===== config.mk =====
export PLATFORM = sky130hd
export DESIGN_NAME = dm_fir_filter
export DESIGN_NICKNAME = d
export VERILOG_FILES = /design/src/rtl/dmfir_pkg.sv /design/src/rtl/dmfir_evt_delay.sv /design/src/rtl/dmfir_tap_counter.sv /design/src/rtl/dmfir_coef_bank.sv /design/src/rtl/dmfir_mac.sv /design/src/rtl/dm_fir_filter.sv
export SDC_FILE = /design/constraint.sdc
export NUM_CORES = 1
export LEC_CHECK = 0
export BUFFER_PORTS_ARGS = -buffer_cell sky130_fd_sc_hd__buf_2
export CAP_MARGIN = 25
export CORE_MARGIN = 2
export CORE_UTILIZATION = 30
export CTS_CLUSTER_DIAMETER = 200
export DETAILED_ROUTE_END_ITERATION = 16
export GPL_TIMING_DRIVEN = 0
export MAX_ROUTING_LAYER = met4
export PLACE_DENSITY = 0.41
export SETUP_SLACK_MARGIN = 0.3
export SLEW_MARGIN = 5
export SYNTH_ARGS = -nofsm -noshare
export SYNTH_HDL_FRONTEND = slang
export SYNTH_SLANG_ARGS = --single-unit
export TNS_END_PERCENT = 20

===== constraint.sdc =====
create_clock -name clk_i -period 8.71 [get_ports clk_i]
set_input_delay 1.3065 -clock clk_i [delete_from_list [all_inputs] [get_ports clk_i]]
set_output_delay 1.3065 -clock clk_i [all_outputs]
set_load 0.005 [all_outputs]

===== src/rtl/dmfir_pkg.sv =====
package dmfir_pkg;
  typedef enum logic [1:0] {
    EVT_NONE = 2'b00,
    EVT_UP   = 2'b01,
    EVT_DN   = 2'b10,
    EVT_BOTH = 2'b11
  } evt_e;

  function automatic logic [1:0] evt_clean(input logic [1:0] e);
    return (e == EVT_BOTH) ? EVT_NONE : e;
  endfunction
endpackage


===== src/rtl/dmfir_evt_delay.sv =====
module dmfir_evt_delay
  import dmfir_pkg::*;
#(
  parameter int NUM_SECT  = 3,
  parameter int TD_CYCLES = 2
) (
  input  logic                  clk_i,
  input  logic                  rst_ni,
  input  logic [1:0]            evt_i,
  output logic [NUM_SECT*2-1:0] tap_evt_o
);
  localparam int LEN = NUM_SECT * TD_CYCLES;

  logic [1:0] line_q [LEN];

  always_ff @(posedge clk_i or negedge rst_ni) begin
    if (!rst_ni) begin
      for (int i = 0; i < LEN; i++) line_q[i] <= EVT_NONE;
    end else begin
      line_q[0] <= evt_clean(evt_i);
      for (int i = 1; i < LEN; i++) line_q[i] <= line_q[i-1];
    end
  end

  // section s output carries events (s+1)*TD_CYCLES edges old at the next edge
  for (genvar s = 0; s < NUM_SECT; s++) begin : g_tap
    assign tap_evt_o[s*2 +: 2] = line_q[(s+1)*TD_CYCLES-1];
  end
endmodule


===== src/rtl/dmfir_tap_counter.sv =====
module dmfir_tap_counter
  import dmfir_pkg::*;
#(
  parameter int CNT_W = 4
) (
  input  logic             clk_i,
  input  logic             rst_ni,
  input  logic [1:0]       evt_i,
  output logic [CNT_W-1:0] cnt_o,
  output logic             chg_o
);
  localparam logic [CNT_W-1:0] CNT_MAX = '1;
  localparam logic [CNT_W-1:0] CNT_MID = CNT_W'(1) << (CNT_W-1);

  logic [CNT_W-1:0] cnt_q, cnt_d;

  always_comb begin
    cnt_d = cnt_q;
    unique case (evt_e'(evt_i))
      EVT_UP:  if (cnt_q != CNT_MAX) cnt_d = cnt_q + CNT_W'(1);
      EVT_DN:  if (cnt_q != '0)      cnt_d = cnt_q - CNT_W'(1);
      default: cnt_d = cnt_q;
    endcase
  end

  assign chg_o = (cnt_d != cnt_q);
  assign cnt_o = cnt_q;

  always_ff @(posedge clk_i or negedge rst_ni) begin
    if (!rst_ni) cnt_q <= CNT_MID;
    else         cnt_q <= cnt_d;
  end
endmodule


===== src/rtl/dmfir_coef_bank.sv =====
module dmfir_coef_bank #(
  parameter int NUM_TAPS = 4,
  parameter int COEF_W   = 8,
  parameter int ADDR_W   = 3
) (
  input  logic                       clk_i,
  input  logic                       rst_ni,
  input  logic                       we_i,
  input  logic [ADDR_W-1:0]          addr_i,
  input  logic [COEF_W-1:0]          data_i,
  output logic [NUM_TAPS*COEF_W-1:0] coef_flat_o
);
  for (genvar k = 0; k < NUM_TAPS; k++) begin : g_coef
    logic [COEF_W-1:0] coef_q;
    always_ff @(posedge clk_i or negedge rst_ni) begin
      if (!rst_ni)                                coef_q <= '0;
      else if (we_i && addr_i == ADDR_W'(k))      coef_q <= data_i;
    end
    assign coef_flat_o[k*COEF_W +: COEF_W] = coef_q;
  end
endmodule


===== src/rtl/dmfir_mac.sv =====
module dmfir_mac #(
  parameter int NUM_TAPS = 4,
  parameter int CNT_W    = 4,
  parameter int COEF_W   = 8,
  parameter int OUT_W    = 14
) (
  input  logic                       clk_i,
  input  logic                       rst_ni,
  input  logic [NUM_TAPS*CNT_W-1:0]  cnt_flat_i,
  input  logic [NUM_TAPS*COEF_W-1:0] coef_flat_i,
  input  logic                       chg_i,
  output logic [OUT_W-1:0]           y_o,
  output logic                       valid_o
);
  localparam logic signed [CNT_W:0] MID_X = (CNT_W+1)'(2 ** (CNT_W-1));

  logic signed [OUT_W-1:0] prod [NUM_TAPS];
  logic signed [OUT_W-1:0] acc;
  logic [OUT_W-1:0]        y_q;
  logic                    chg_q, valid_q;

  for (genvar k = 0; k < NUM_TAPS; k++) begin : g_prod
    logic signed [CNT_W:0]    off;
    logic signed [COEF_W-1:0] coef;
    assign off     = $signed({1'b0, cnt_flat_i[k*CNT_W +: CNT_W]}) - MID_X;
    assign coef    = $signed(coef_flat_i[k*COEF_W +: COEF_W]);
    assign prod[k] = OUT_W'(off) * OUT_W'(coef);
  end

  always_comb begin
    acc = '0;
    for (int k = 0; k < NUM_TAPS; k++) acc = acc + prod[k];
  end

  always_ff @(posedge clk_i or negedge rst_ni) begin
    if (!rst_ni) begin
      y_q     <= '0;
      chg_q   <= 1'b0;
      valid_q <= 1'b0;
    end else begin
      y_q     <= acc;
      chg_q   <= chg_i;
      valid_q <= chg_q;
    end
  end

  assign y_o     = y_q;
  assign valid_o = valid_q;
endmodule


===== src/rtl/dm_fir_filter.sv =====
module dm_fir_filter #(
  parameter int  CNT_W     = 4,
  parameter int  COEF_W    = 8,
  parameter int  TAPS_K    = 3,
  parameter int  TD_CYCLES = 2,
  localparam int NUM_TAPS  = TAPS_K + 1,
  localparam int ADDR_W    = $clog2(NUM_TAPS) + 1,
  localparam int OUT_W     = CNT_W + COEF_W + $clog2(NUM_TAPS)
) (
  input  logic              clk_i,
  input  logic              rst_ni,
  input  logic [1:0]        evt_i,
  input  logic              coef_we_i,
  input  logic [ADDR_W-1:0] coef_addr_i,
  input  logic [COEF_W-1:0] coef_data_i,
  output logic [OUT_W-1:0]  y_o,
  output logic              y_valid_o
);
  logic [TAPS_K*2-1:0]          tap_evt;
  logic [NUM_TAPS*CNT_W-1:0]    cnt_flat;
  logic [NUM_TAPS*COEF_W-1:0]   coef_flat;
  logic [NUM_TAPS-1:0]          chg;

  dmfir_evt_delay #(.NUM_SECT(TAPS_K), .TD_CYCLES(TD_CYCLES)) u_delay (
    .clk_i(clk_i), .rst_ni(rst_ni), .evt_i(evt_i), .tap_evt_o(tap_evt)
  );

  for (genvar k = 0; k < NUM_TAPS; k++) begin : g_tap
    logic [1:0] tap_in;
    if (k == 0) begin : g_head
      assign tap_in = evt_i;
    end else begin : g_body
      assign tap_in = tap_evt[(k-1)*2 +: 2];
    end
    dmfir_tap_counter #(.CNT_W(CNT_W)) u_cnt (
      .clk_i(clk_i), .rst_ni(rst_ni), .evt_i(tap_in),
      .cnt_o(cnt_flat[k*CNT_W +: CNT_W]), .chg_o(chg[k])
    );
  end

  dmfir_coef_bank #(.NUM_TAPS(NUM_TAPS), .COEF_W(COEF_W), .ADDR_W(ADDR_W)) u_coef (
    .clk_i(clk_i), .rst_ni(rst_ni), .we_i(coef_we_i), .addr_i(coef_addr_i),
    .data_i(coef_data_i), .coef_flat_o(coef_flat)
  );

  dmfir_mac #(.NUM_TAPS(NUM_TAPS), .CNT_W(CNT_W), .COEF_W(COEF_W), .OUT_W(OUT_W)) u_mac (
    .clk_i(clk_i), .rst_ni(rst_ni), .cnt_flat_i(cnt_flat), .coef_flat_i(coef_flat),
    .chg_i(|chg), .y_o(y_o), .valid_o(y_valid_o)
  );
endmodule


== Yosys cells after proc, flatten, opt, wreduce, memory -nomap -nowiden ==
Cells that the tools add are included.

* Register bits after elaboration: 76
* Input bits: 16
* Word-level logic and storage cells: 79

* Add/sub/neg operators: 15
* $mul: 4
* Eq/ne operators: 20
* Muxes and demuxes: 13
* Reductions and logical operators: 10

{| class="wikitable"
|+ Operators by type and width
! cell !! number
|-
| multiplier 5 x 8 -> 13 bit || 4
|-
| adder 14 bit || 3
|-
| 2-to-1 mux 4 bit || 8
|-
| one-hot mux 4 bit (2 select lines) || 4
|-
| subtractor 4 x 4 -> 5 bit, second input constant || 4
|-
| adder 4 x 1 -> 4 bit, second input constant || 4
|-
| != test 4 bit || 4
|-
| != test 4 bit, second input constant || 4
|-
| nonzero test 4 bit || 4
|-
| subtractor 4 x 1 -> 4 bit, second input constant || 4
|-
| equality test 2 bit, second input constant || 5
|-
| equality test 2 x 1 -> 1 bit, second input constant || 4
|-
| equality test 3 x 2 -> 1 bit, second input constant || 2
|-
| logical AND 1 bit || 4
|-
| OR reduction 4 bit || 1
|-
| equality test 3 x 1 -> 1 bit, second input constant || 1
|-
| zero test 3 bit || 1
|-
| 2-to-1 mux 2 bit || 1
|}

== Longest topological paths before layout ==
Gate-level depths: netlist (run 1).

* Depth in word-level cells: 5
* Mapped depth: 28
* Mapped depth without buffers: 26

== Hierarchy ==
From an unflattened synthesis (run 1), not the netlist that was laid out.

* Cells, all modules: 1034
* Area, all modules: 10387.5 sq um

{| class="wikitable"
|+ Modules (own cells, without submodules)
! module !! times used !! cells each !! area an instance (sq um)
|-
| dmfir_mac || 1 || 695 || 6869.1
|-
| dmfir_tap_counter || 4 || 62 || 481.7
|-
| dmfir_coef_bank || 1 || 70 || 1223.7
|-
| dmfir_evt_delay || 1 || 20 || 360.3
|-
| dm_fir_filter || 1 || 1 || 7.5
|}

== Worst setup path after synthesis (run 1) ==
Ideal clock, no wire load.

* Path type: register to register
* From: reg g_tap[3].u_cnt.cnt_q[3]
* To: reg u_mac.y_q[13], in the netlist u_mac.y_o[13]
* Setup time: 0.080 ns
* Arrival time: 6.421 ns
* Data required time: 8.630 ns
* Setup slack: 2.209 ns
* Stages on the path, launching flop included: 26
* Buffers on the path: 3
* Cell sequence: dfstp_2 clkbuf_1 clkbuf_1 clkbuf_1 or2_2 fa_1 fa_1 fa_1 inv_1 fa_1 a21o_1 a21oi_1 nor2b_1 o21a_1 o41a_1 xor2_1 fa_1 inv_1 fa_1 inv_1 ha_1 o21a_1 nor2_1 a31o_2 xnor2_1 xnor2_1

* Word-level cells in the longest chain between the ends: 3

{| class="wikitable"
|+ Ends and longest elaborated chain
! element !! RTL line !! source
|-
| from (decl) || dmfir_tap_counter.sv:15 || <nowiki>logic [CNT_W-1:0] cnt_q, cnt_d;</nowiki>
|-
| from (signal assigned) || dmfir_tap_counter.sv:31 || <nowiki>else cnt_q <= cnt_d;</nowiki>
|-
| subtractor 4 x 4 -> 5 bit || dmfir_mac.sv:25 || <nowiki>assign off = $signed({1'b0, cnt_flat_i[k*CNT_W +: CNT_W]}) - MID_X;</nowiki>
|-
| multiplier 5 x 8 -> 13 bit || dmfir_mac.sv:27 || <nowiki>assign prod[k] = OUT_W'(off) * OUT_W'(coef);</nowiki>
|-
| adder 14 bit || dmfir_mac.sv:32 || <nowiki>for (int k = 0; k < NUM_TAPS; k++) acc = acc + prod[k];</nowiki>
|-
| net u_mac.acc[13] || dmfir_mac.sv:18 || <nowiki>logic signed [OUT_W-1:0] acc;</nowiki>
|-
| to (signal assigned) || dmfir_mac.sv:37 || <nowiki>y_q <= '0;</nowiki>
|-
| to (signal assigned) || dmfir_mac.sv:41 || <nowiki>y_q <= acc;</nowiki>
|-
| to (decl) || dmfir_mac.sv:19 || <nowiki>logic [OUT_W-1:0] y_q;</nowiki>
|}

The timed path passes the listed nets, and every way through them passes these cells.
A chain may end at the register's enable or synchronous reset.

== Final worst setup path (run 1) ==
* From: reg g_tap[2].u_cnt.cnt_q[3]
* To: reg u_mac.y_q[13], in the netlist u_mac.y_o[13]

* Word-level cells in the longest chain between the ends: 4

{| class="wikitable"
|+ Ends and longest elaborated chain
! element !! RTL line
|-
| from (decl) || dmfir_tap_counter.sv:15
|-
| from (signal assigned) || dmfir_tap_counter.sv:31
|-
| subtractor 4 x 4 -> 5 bit || dmfir_mac.sv:25
|-
| multiplier 5 x 8 -> 13 bit || dmfir_mac.sv:27
|-
| adder 14 bit (2 in a row) || dmfir_mac.sv:32
|-
| net u_mac.acc[13] || dmfir_mac.sv:18
|}

The timed path passes the listed nets, and every way through them passes these cells.

==> impl_results.md, run 1 <==
- Hold buffers post-CTS: 0
- Most common cell after layout, fill and taps aside: inv_1
- Layout cell share with drive strength beyond 1: 9.20%
- Placed Instances: 1635
- Clock tree skew after final layout: 0.0121 ns
- Via density: 4.54
- RR Startpoint: g_tap[2].u_cnt.cnt_o[3]$_DFF_PN1_
- Final hold violation count: 0
- Crit. End Element: flip-flop
- RSZ-0062 raised after global routing: no
- Post-synthesis simple-gate area fraction: 15.3%
- Total grt overflow: 0
- Rows: 68
- Setup Fix Bufs, Post-CTS: 0
- Fin crit share: 84.9%
- DR pass1 iterations: 4
- Maximum number of pins on one net before global-route repair: 40
- Mapped Avg Cell Area: 9.24 sq um
- F_max: 135 MHz
- CTS max path bufs: 2
- CP Depth: 23
- XOR/XNOR Fraction of Synth Area: 5.62%
- Final HPWL DP: 21600 microns
- Setup-failing EPs final: 0
- Number of max-cap violations: 0
- Initial antenna violation count: 0
- Htree depth: 3
- Hold crit path type: reg -> reg
- Chip width: 192 microns
- Initial drt markers: 252
- CP top delay family: adder cells
- Synth Flop Type: dfrtp_1
- CP max stage cell: dfstp_2
- Core Area: 34700 sq um
- Mapped Area: 10600 sq um
- Hold WS: 0.348 ns
- Synthesis-stage register bit count: 76
- Mapped Cells: 1148
- Die Height: 192 microns
- Cell mode on critical path: fa_1
- Cells along the critical path: clkbuf_1, clkbuf_1, or2_2, fa_1, fa_1, fa_1, inv_1, ha_1, a21o_1, a211oi_1, nor2_1, o41ai_1, xor2_1, fa_1, fa_1, inv_1, ha_1, nand3_1, inv_1, o211ai_1, a31o_2, xnor2_1, xnor2_1
- WL final: 25300 microns
- Main combinational cell family by area after synthesis: adder cells
- Worst setup margin: 1.32 ns
- Setup CP Type: reg -> reg
- Crit path from: g_tap[2].u_cnt.cnt_o[3]$_DFF_PN1_
- CP Capture Point: u_mac.y_o[13]$_DFF_PN0_
- Remaining DRCs: 0
- Synth warn: 0
- Reg-to-reg critical path endpoint: u_mac.y_o[13]$_DFF_PN0_
- CTS buffer count: 9
- Mux share of post-synthesis cell area: 4.09%
- Worst skew pair latency: 0.37 ns
- Outcome: completed
- Synth cell types: 58
- Synth Area in Compound Gates: 9.32%
- Reg clk slew, reported paths: 0.07 ns
- Number of global-route vias before repair: 7854
- Worst reg2reg path depth: 23
- P&R area growth vs syn: 10.1%
- Root Buffer: clkbuf_16
- WP data arrival: 7.69 ns
- Boundary Pins: 31
- CTS resizes: 0
- Ys async rst share: 100%
- Setup TNS Final: 0 ns
- Worst Path Required: 9.00 ns
- Commonest cells after routing, fill and taps aside: 233 x inv_1, 134 x fa_1, 109 x ha_1
- ANT nets after route: 0
- Crit path max fanout: 10
- Buf+Inv Stages, Crit Path: 5
- Post-Place Setup Slack: 1.30 ns
- # port buffers: 30
- Finished Layout Cells: 1652
- Filler cells: 3680
- Slowest cell delay on critical path: 0.59 ns
- GP Congestion: 0.776
- Post-Synth Adder-Cell Area: 38.2%
- EDFF count, synth: 0
- FF-to-FF setup slack: 1.32 ns
- CP Launch Type: flip-flop
- Actual slew at the worst max-slew pin: 0.890 ns
- WL/cell: 15.3 microns
- Sequential area share after synthesis: 18.0%
- Clk sinks: 76
- GRT Total Usage: 15.1%
- Slew headroom: 40.4%
- Mapped Nets: 1407
- Global-route wire length before repair: 41800 microns
- CTS tree: built
- Final min period: 7.39 ns
- Final Slew Violations: 0
- Final layout net count: 1450
- Initial Utilization: 30.6%
- Die ar.: 36900 sq um
- DR vias: 7493
## metal layers
layer  track usage (%)  vias up  wire, microns
met5                 -        -              0
met4              3.82        0            416
met3              2.21       26            456
met2              24.8       59          12000
met1              19.6     3663          12500
li1                  -     3745              -
## cells in the mapped netlist, types with 4 or more instances
cell / instances / share of area [%]
o21a_1: 10 / 0.71
o41ai_1: 6 / 0.50
nor4_1: 4 / 0.24
clkbuf_1: 27 / 0.96
buf_2: 4 / 0.19
nor3b_1: 6 / 0.42
xnor2_1: 49 / 4.0
a31oi_1: 6 / 0.35
nand2_1: 41 / 1.5
fa_1: 134 / 25
nor2b_1: 34 / 2.0
nand3_1: 17 / 0.80
dfrtp_1: 72 / 17
mux2_2: 35 / 3.7
a21oi_1: 43 / 2.0
a21o_1: 13 / 0.92
and2_1: 83 / 4.9
o21ai_0: 24 / 1.1
nor2_1: 76 / 2.7
mux2i_1: 4 / 0.38
ha_1: 109 / 13
a211oi_1: 6 / 0.42
xor2_1: 19 / 1.6
dfstp_2: 4 / 0.99
inv_1: 233 / 8.2
nor3_1: 18 / 0.85
nand2b_1: 4 / 0.24
o21bai_1: 5 / 0.35
o211ai_1: 5 / 0.35
or2_2: 10 / 0.59
## stage by stage
step,area [sq um],utilization [%]
CTS,11700,33.6
global placement,11300,32.6
floorplan,10600,-
finish,11700,33.6
global route,11700,33.6
detailed placement,11400,32.7
## registers in the layout (all words and copies together), names as in the netlist
register and count:
u_delay.tap_evt_o 6, u_mac.valid_o 1, g_tap.u_cnt.cnt_o 16, u_delay.line_q 6, u_coef.g_coef.coef_q 32, u_mac.y_o 14, u_mac.chg_q 1
## worst register-to-register path: stages (launching register included)
cell and delay [ns]:
dfstp_2 0.59, clkbuf_1 0.46, clkbuf_1 0.43, or2_2 0.20
fa_1 0.44, fa_1 0.52, fa_1 0.55, inv_1 0.07
ha_1 0.29, a21o_1 0.20, a211oi_1 0.26, nor2_1 0.11
o41ai_1 0.45, xor2_1 0.47, fa_1 0.51, fa_1 0.54
inv_1 0.04, ha_1 0.32, nand3_1 0.11, inv_1 0.07
o211ai_1 0.13, a31o_2 0.27, xnor2_1 0.18, xnor2_1 0.13
## worst min path at each step
stage | slack, ns | cells past startpoint | to | start
2_1_floorplan | 0.33 | 0 | u_delay.tap_evt_o[0]$_DFF_PN0_ | u_delay.line_q[10]$_DFF_PN0_
3_3_place_gp | 0.34 | 0 | u_delay.tap_evt_o[3]$_DFF_PN0_ | u_delay.line_q[7]$_DFF_PN0_
3_5_place_dp | 0.34 | 0 | u_delay.tap_evt_o[1]$_DFF_PN0_ | u_delay.line_q[11]$_DFF_PN0_
4_1_cts | 0.35 | 0 | u_delay.tap_evt_o[1]$_DFF_PN0_ | u_delay.line_q[11]$_DFF_PN0_
5_1_grt | 0.35 | 0 | u_delay.tap_evt_o[4]$_DFF_PN0_ | u_delay.line_q[2]$_DFF_PN0_
6_report | 0.35 | 0 | u_delay.tap_evt_o[2]$_DFF_PN0_ | u_delay.line_q[6]$_DFF_PN0_
## cells by family after synthesis
| kind of cell | count (synthesis) |
|---|---|
| AO/OA/AOI/OAI | 149 |
| XOR/XNOR | 68 |
| adder cells (fa/ha/maj) | 243 |
| buffers and inverters | 265 |
| flip-flops | 76 |
| multiplexers | 39 |
| AND/OR/NAND/NOR | 308 |
## layout make-up
class                      instances  area (sq um)  share of cell area [%]
antenna                            1          2.50                  0.0214
clock buffer                      10           239                    2.05
clock inverter                     6          71.3                   0.611
multi-input combinational        807          7690                    65.9
inverter                         233           875                    7.49
sequential                        76          1910                    16.3
timing repair buffer              32           188                    1.61
buffer                            32           133                    1.14
tap                              455           569                    4.88
Power of run 1 is left out: the tool's default activity adds up to more than one toggle a clock period on the data nets, which glitch-free logic cannot reach.
==> run 2, diff against run 1 <==
--- a/config.mk
+++ b/config.mk
@@ -5,6 +5,7 @@
 export SDC_FILE = /design/constraint.sdc
 export NUM_CORES = 1
 export LEC_CHECK = 0
+export ABC_AREA = 1
 export BUFFER_PORTS_ARGS = -buffer_cell sky130_fd_sc_hd__buf_2
 export CAP_MARGIN = 25
 export CORE_MARGIN = 2
@@ -13,7 +14,7 @@
 export DETAILED_ROUTE_END_ITERATION = 16
 export GPL_TIMING_DRIVEN = 0
 export MAX_ROUTING_LAYER = met4
-export PLACE_DENSITY = 0.41
+export PLACE_DENSITY = 0.43
 export SETUP_SLACK_MARGIN = 0.3
 export SLEW_MARGIN = 5
 export SYNTH_ARGS = -nofsm -noshare
==> constraint.sdc (replaced) <==
create_clock -name clk_i -period 6.8 [get_ports clk_i]
set_input_delay 1.02 -clock clk_i [delete_from_list [all_inputs] [get_ports clk_i]]
set_output_delay 1.02 -clock clk_i [all_outputs]
set_load 0.005 [all_outputs]
==> run 2 against run 1 <==
Net effect:
- die area grew 5.0%
- global-route usage grew 0.57 points
- non-clock buffer count shrank 6
- utilization shrank 0.19 points
- synthesized cell count grew 28%
- via count grew 17%
- maximum frequency grew 18%
- flip-flop and latch count is the same
- clock-buffer cell count is the same
==> impl_results.md, run 2 <==
- Clock tree skew after final layout: 0.00917 ns
- Synth cell types: 39
- Final hold violation count: 0
- Via density: 4.43
- Remaining DRCs: 0
- Core Area: 36600 sq um
- Synth warn: 0
- Synth Flop Type: dfrtp_1
- EDFF count, synth: 0
- GP Congestion: 0.841
- Crit. End Element: flip-flop
- Reg clk slew, reported paths: 0.07 ns
- Htree depth: 3
- Hold crit path type: reg -> reg
- WL final: 26600 microns
- Most common cell in the netlist: inv_1
- Crit path from: g_tap[2].u_cnt.cnt_o[3]$_DFF_PN1_
- Largest register FFs: 32
- CTS buffer count: 9
- CTS max path bufs: 2
- Setup CP Type: reg -> reg
- Initial drt markers: 426
- Clk sinks: 76
- Boundary Pins: 31
- Mapped Area: 11100 sq um
- Top cells by area, synth: fa_1 24%, dfrtp_1 16%, inv_1 13%, ha_1 12%, nand2_1 10%
- Post-synth top area share: 24.1%
- Slew headroom: 55.8%
- DR vias: 8786
- Final Slew Violations: 0
- Worst Path Required: 7.06 ns
- F_max: 160 MHz
- # port buffers: 30
- Maximum number of pins on one net before global-route repair: 42
- Sequential area share after synthesis: 17.1%
- # diodes: 0
- Commonest cells after routing, fill and taps aside: 387 x inv_1, 303 x nand2_1, 134 x fa_1
- Mapped Nets: 1727
- RR Startpoint: g_tap[2].u_cnt.cnt_o[3]$_DFF_PN1_
- Root Buffer: clkbuf_16
- WL/cell: 13.4 microns
- Number of global-route vias before repair: 9219
- Worst skew pair latency: 0.37 ns
- Initial Utilization: 30.4%
- Total grt overflow: 0
- Largest reg by FF count: u_coef.g_coef.coef_q
- Synthesis-stage register bit count: 76
- Final min period: 6.25 ns
- Mapped Cells: 1468
- WP data arrival: 6.51 ns
- Top cells by count, synth: 387 x inv_1, 303 x nand2_1, 134 x fa_1
- Post-synth top area cell: fa_1
- P&R area growth vs syn: 9.84%
- Actual slew at the worst max-slew pin: 0.663 ns
- DR pass1 iterations: 5
- Rows: 70
- Setup-failing EPs final: 0
- Die ar.: 38700 sq um
- Setup TNS Final: 0 ns
- Mapped Avg Cell Area: 7.59 sq um
- Die Height: 197 microns
- GRT Total Usage: 15.7%
- ANT nets after route: 0
- CTS tree: built
- Crit path max fanout: 10
- Post-layout util: 33.4%
- Outcome: completed
- Final layout net count: 1768
- Final HPWL DP: 22100 microns
- Chip width: 197 microns
- RSZ-0062 raised after global routing: yes
- Initial antenna violation count: 5
- Most common cell after layout, fill and taps aside: inv_1
- Number of max-cap violations: 0
- Global-route wire length before repair: 46400 microns
- CP Launch Type: flip-flop
- Layout cell share with drive strength beyond 1: 7.27%
- Fin crit share: 91.9%
- Worst Min Path Start: u_delay.line_q[2]$_DFF_PN0_
- Ys async rst share: 100%
==> run 2: cell count changes after synthesis, moves of 34 or more <==
cell	previous run	this run
mux2_2	35	0
nand3_1	17	87
nand2_1	41	303
nor2b_1	34	0
inv_1	233	387
and2_1	83	0
==> run 2: per-stage QoR <==
| stage | worst slack (ns) | hold WS (ns) | instances | instance area [sq um] |
|---|---|---|---|---|
| 2_1_floorplan | 0.976 | 0.331 | 1468 | 11100 |
| 3_3_place_gp | 0.0144 | 0.332 | 1966 | 11900 |
| 3_5_place_dp | 0.0518 | 0.336 | 1967 | 11900 |
| 4_1_cts | 0.321 | 0.350 | 1983 | 12200 |
| 5_1_grt | 0.266 | 0.353 | 1982 | 12200 |
| 6_report | 0.548 | 0.348 | 1982 | 12200 |
==> run 2: cell type report <==
type | instances | area (sq um)
Fill cell | 3926 | 24400
Clock inverter | 6 | 65.1
Sequential cell | 76 | 1910
Buffer | 27 | 189
Clock buffer | 10 | 229
Inverter | 395 | 1490
Timing Repair Buffer | 31 | 173
Tap cell | 468 | 586
Multi-Input combinational cell | 969 | 7610
==> run 2: cell families after synthesis <==
kind of cell               count (synthesis)  share of synthesized area (%)
AOI/OAI and AO/OA                        120                           5.89
DFF                                       76                           17.1
adders and majority gates                243                           36.3
buffers and inverters                    423                           14.9
xor gates and xnor gates                  64                           5.03
and+or+nand+nor                          542                           20.7
==> run 2: path summary, 6_finish.rpt <==
check	end	slack, ns	cells after the start
worst max-delay path	u_mac.y_o[13]$_DFF_PN0_	0.55	26
worst min-delay path	u_delay.tap_evt_o[4]$_DFF_PN0_	0.35	0
worst max register to register	u_mac.y_o[13]$_DFF_PN0_	0.55	26
worst min register to register	u_delay.tap_evt_o[4]$_DFF_PN0_	0.35	0
max in group asynchronous	g_tap[1].u_cnt.cnt_o[3]$_DFF_PN1_	5.41	2
min in group asynchronous	u_mac.y_o[10]$_DFF_PN0_	0.67	1
==> run 2: timing repair <==
| item | CTS | global route |
|---|---|---|
| setup buffers | 0 | 0 |
| endpoints found under the setup margin | 2 | 5 |
| gates resized for setup | 3 | 19 |
| pin swaps | 0 | 3 |
| hold buffers | 0 | 0 |
==> run 2: routing by layer <==
layer	routed length, microns	GRT usage, %
met1	13200	20.8
met2	12200	25.4
met3	795	1.80
met4	447	4.20
met5	0	-
==> run 2: worst max-delay path: stages, from the launching register on <==
cell      delay (ns)
dfstp_2         0.58
buf_4           0.18
buf_4           0.19
nor2_1          0.08
fa_1            0.48
fa_1            0.51
inv_1           0.06
fa_1            0.53
inv_1           0.05
ha_1            0.35
a21o_1          0.19
nand3_1         0.07
nand2_1         0.08
a21oi_2         0.16
nor2_1          0.06
nor2_1          0.15
xor2_2          0.31
fa_1            0.47
fa_1            0.54
inv_1           0.04
ha_1            0.33
nand2_1         0.08
nor3_1          0.19
nand3_1         0.13
nand4_1         0.15
nand3b_1        0.12
nand2_1         0.05
Power of run 2 is left out for the same reason.
==> run 3, diff against run 2 <==
--- a/config.mk
+++ b/config.mk
@@ -5,12 +5,11 @@
 export SDC_FILE = /design/constraint.sdc
 export NUM_CORES = 1
 export LEC_CHECK = 0
-export ABC_AREA = 1
 export BUFFER_PORTS_ARGS = -buffer_cell sky130_fd_sc_hd__buf_2
 export CAP_MARGIN = 25
 export CORE_MARGIN = 2
 export CORE_UTILIZATION = 30
-export CTS_CLUSTER_DIAMETER = 200
+export CTS_CLUSTER_DIAMETER = 40
 export DETAILED_ROUTE_END_ITERATION = 16
 export GPL_TIMING_DRIVEN = 0
 export MAX_ROUTING_LAYER = met4
==> run 3 against run 2 <==
Net effect:
- clock-buffer cell count grew 1
- worst hold slack improved by 0.0014 ns
- via count shrank 13%
- maximum frequency decreased by 0.93%
- cell area decreased by 0.17%
- non-clock buffer count increased by 21
- final cell count is 16% lower
- sequential share of layout area barely moved
- flip-flop and latch count stayed put
- register-to-register slack got worse by 0.06 ns
- critical path depth is 3 lower
- setup slack got worse by 0.059 ns
- largest cell class unchanged
- highest routed layer unchanged
==> impl_results.md, run 3 (same netlist as run 1, synthesis figures left out) <==
- Setup CP Type: reg -> reg
- CP Depth: 23
- Remaining DRCs: 0
- Worst Path Required: 7.02 ns
- Worst setup margin: 0.489 ns
- Root Buffer: clkbuf_16
- WL/cell: 15.3 microns
- GP Congestion: 0.800
- Rows: 68
- Setup-failing EPs final: 0
- Post-Place Setup Slack: -0.634 ns
- ANT nets after route: 0
- RR Startpoint: g_tap[1].u_cnt.cnt_o[3]$_DFF_PN1_
- Setup TNS Final: 0 ns
- Finished Layout Cells: 1667
- Via density: 4.61
- Initial antenna violation count: 2
- Hold buffers post-CTS: 0
- CP Capture Point: u_mac.y_o[13]$_DFF_PN0_
- Number of global-route vias before repair: 7885
- Number of max-cap violations: 0
- Worst skew pair latency: 0.36 ns
- Outcome: completed
- F_max: 158 MHz
- Final Slew Violations: 0
- CP top delay family: adder cells
- Final hold violation count: 0
- CP max stage cell: fa_1
- GRT Total Usage: 15.1%
- Seq. cell area: 1910 sq um
- CTS tree: built
- Buf+Inv Stages, Crit Path: 5
- Initial Utilization: 30.6%
- DR pass1 iterations: 4
- CP Launch Type: flip-flop
- FF-to-FF setup slack: 0.49 ns
- CTS buffer count: 9
- # port buffers: 30
- WP data arrival: 6.54 ns
- Layout cell share with drive strength beyond 1: 15.1%
- Reg clk slew, reported paths: 0.06 ns
- Maximum number of pins on one net before global-route repair: 41
- Crit path from: g_tap[1].u_cnt.cnt_o[3]$_DFF_PN1_
- Final min period: 6.31 ns
- Clk sinks: 76
- Reg-to-reg critical path endpoint: u_mac.y_o[13]$_DFF_PN0_
- Cells along the critical path: clkbuf_8, buf_6, or2_2, fa_1, fa_1, fa_1, inv_1, ha_1, a21o_1, a211oi_2, nor2_2, o41ai_4, xnor2_2, fa_1, fa_1, inv_1, ha_4, nand3_2, inv_1, o211ai_1, a31o_2, xnor2_2, xnor2_1
- Placed Instances: 1634
- Total grt overflow: 0
- Global-route wire length before repair: 41800 microns
- Initial drt markers: 224
- RSZ-0062 raised after global routing: yes
- Slew headroom: 34.8%
- Largest register FFs: 32
- Die ar.: 36900 sq um
- Post-layout util: 35.2%
- Clock tree skew after final layout: 0.0139 ns
- Chip width: 192 microns
- P&R area growth vs syn: 15.3%
- Largest reg by FF count: u_coef.g_coef.coef_q
- Most common cell after layout, fill and taps aside: inv_1
- CTS max path bufs: 2
- Fin crit share: 92.8%
- Crit. End Element: flip-flop
- Htree depth: 3
- Crit path max fanout: 10
- Slowest cell delay on critical path: 0.56 ns
- Core Area: 34700 sq um
- Area of the multi-input gates: 8020 sq um
- Final layout net count: 1465
- Boundary Pins: 31
- Die Height: 192 microns
- WL final: 25600 microns
- Final HPWL DP: 21300 microns
- Commonest cells after routing, fill and taps aside: 228 x inv_1, 131 x fa_1, 103 x ha_1
- Cell mode on critical path: fa_1
- DR vias: 7678
- Hold crit path type: reg -> reg
- Worst reg2reg path depth: 23
- Filler cells: 3617
- Actual slew at the worst max-slew pin: 0.974 ns
[run 3: per-stage QoR]
stage / hold WS [ns] / instance area [sq um]
2_1_floorplan: 0.331 / 10600
3_3_place_gp: 0.336 / 11300
3_5_place_dp: 0.336 / 11300
4_1_cts: 0.352 / 12100
5_1_grt: 0.353 / 12200
6_report: 0.349 / 12200
[run 3: worst reg2reg max path, stage by stage, from the launching register on]
cell      delay (ns)
dfstp_2         0.38
clkbuf_8        0.16
buf_6           0.14
or2_2           0.29
fa_1            0.56
fa_1            0.45
fa_1            0.54
inv_1           0.06
ha_1            0.29
a21o_1          0.21
a211oi_2        0.21
nor2_2          0.08
o41ai_4         0.45
xnor2_2         0.21
fa_1            0.49
fa_1            0.54
inv_1           0.06
ha_4            0.27
nand3_2         0.06
inv_1           0.06
o211ai_1        0.12
a31o_2          0.29
xnor2_2         0.13
xnor2_1         0.13
[run 3: worst min-delay path by stage]
| stage | slack (ns) | to | from | cells after the start |
|---|---|---|---|---|
| after global routing | 0.35 | u_delay.tap_evt_o[4]$_DFF_PN0_ | u_delay.line_q[2]$_DFF_PN0_ | 0 |
| after detailed placement | 0.34 | u_delay.tap_evt_o[1]$_DFF_PN0_ | u_delay.line_q[11]$_DFF_PN0_ | 0 |
| after global placement | 0.34 | u_delay.tap_evt_o[1]$_DFF_PN0_ | u_delay.line_q[11]$_DFF_PN0_ | 0 |
| after floorplan | 0.33 | u_delay.tap_evt_o[0]$_DFF_PN0_ | u_delay.line_q[10]$_DFF_PN0_ | 0 |
| after CTS | 0.35 | u_mac.valid_o$_DFF_PN0_ | u_mac.chg_q$_DFF_PN0_ | 0 |
| final | 0.35 | u_delay.tap_evt_o[4]$_DFF_PN0_ | u_delay.line_q[2]$_DFF_PN0_ | 0 |
[run 3: repair_timing]
item	in CTS	in global routing
pin swaps	26	32
endpoints found under the setup margin	6	3
buffers inserted	6	10
resized for setup	65	33
[run 3: layer usage]
layer,track usage [%],share of wire [%],vias up
li1,-,-,3756
met5,-,0,-
met1,19.8,48,3830
met4,3.73,1.9,0
met2,24.9,48,72
met3,1.94,2.1,20
[run 3: final cells by class]
type | count | share of cell area, %
Inverter | 233 | 7.19
Clock buffer | 11 | 1.99
Tap cell | 455 | 4.66
Buffer | 32 | 1.79
Timing Repair Buffer | 47 | 2.46
Clock inverter | 5 | 0.676
Sequential cell | 76 | 15.6
Antenna cell | 1 | 0.0205
Multi-Input combinational cell | 807 | 65.6
Power of run 3 is left out for the same reason.
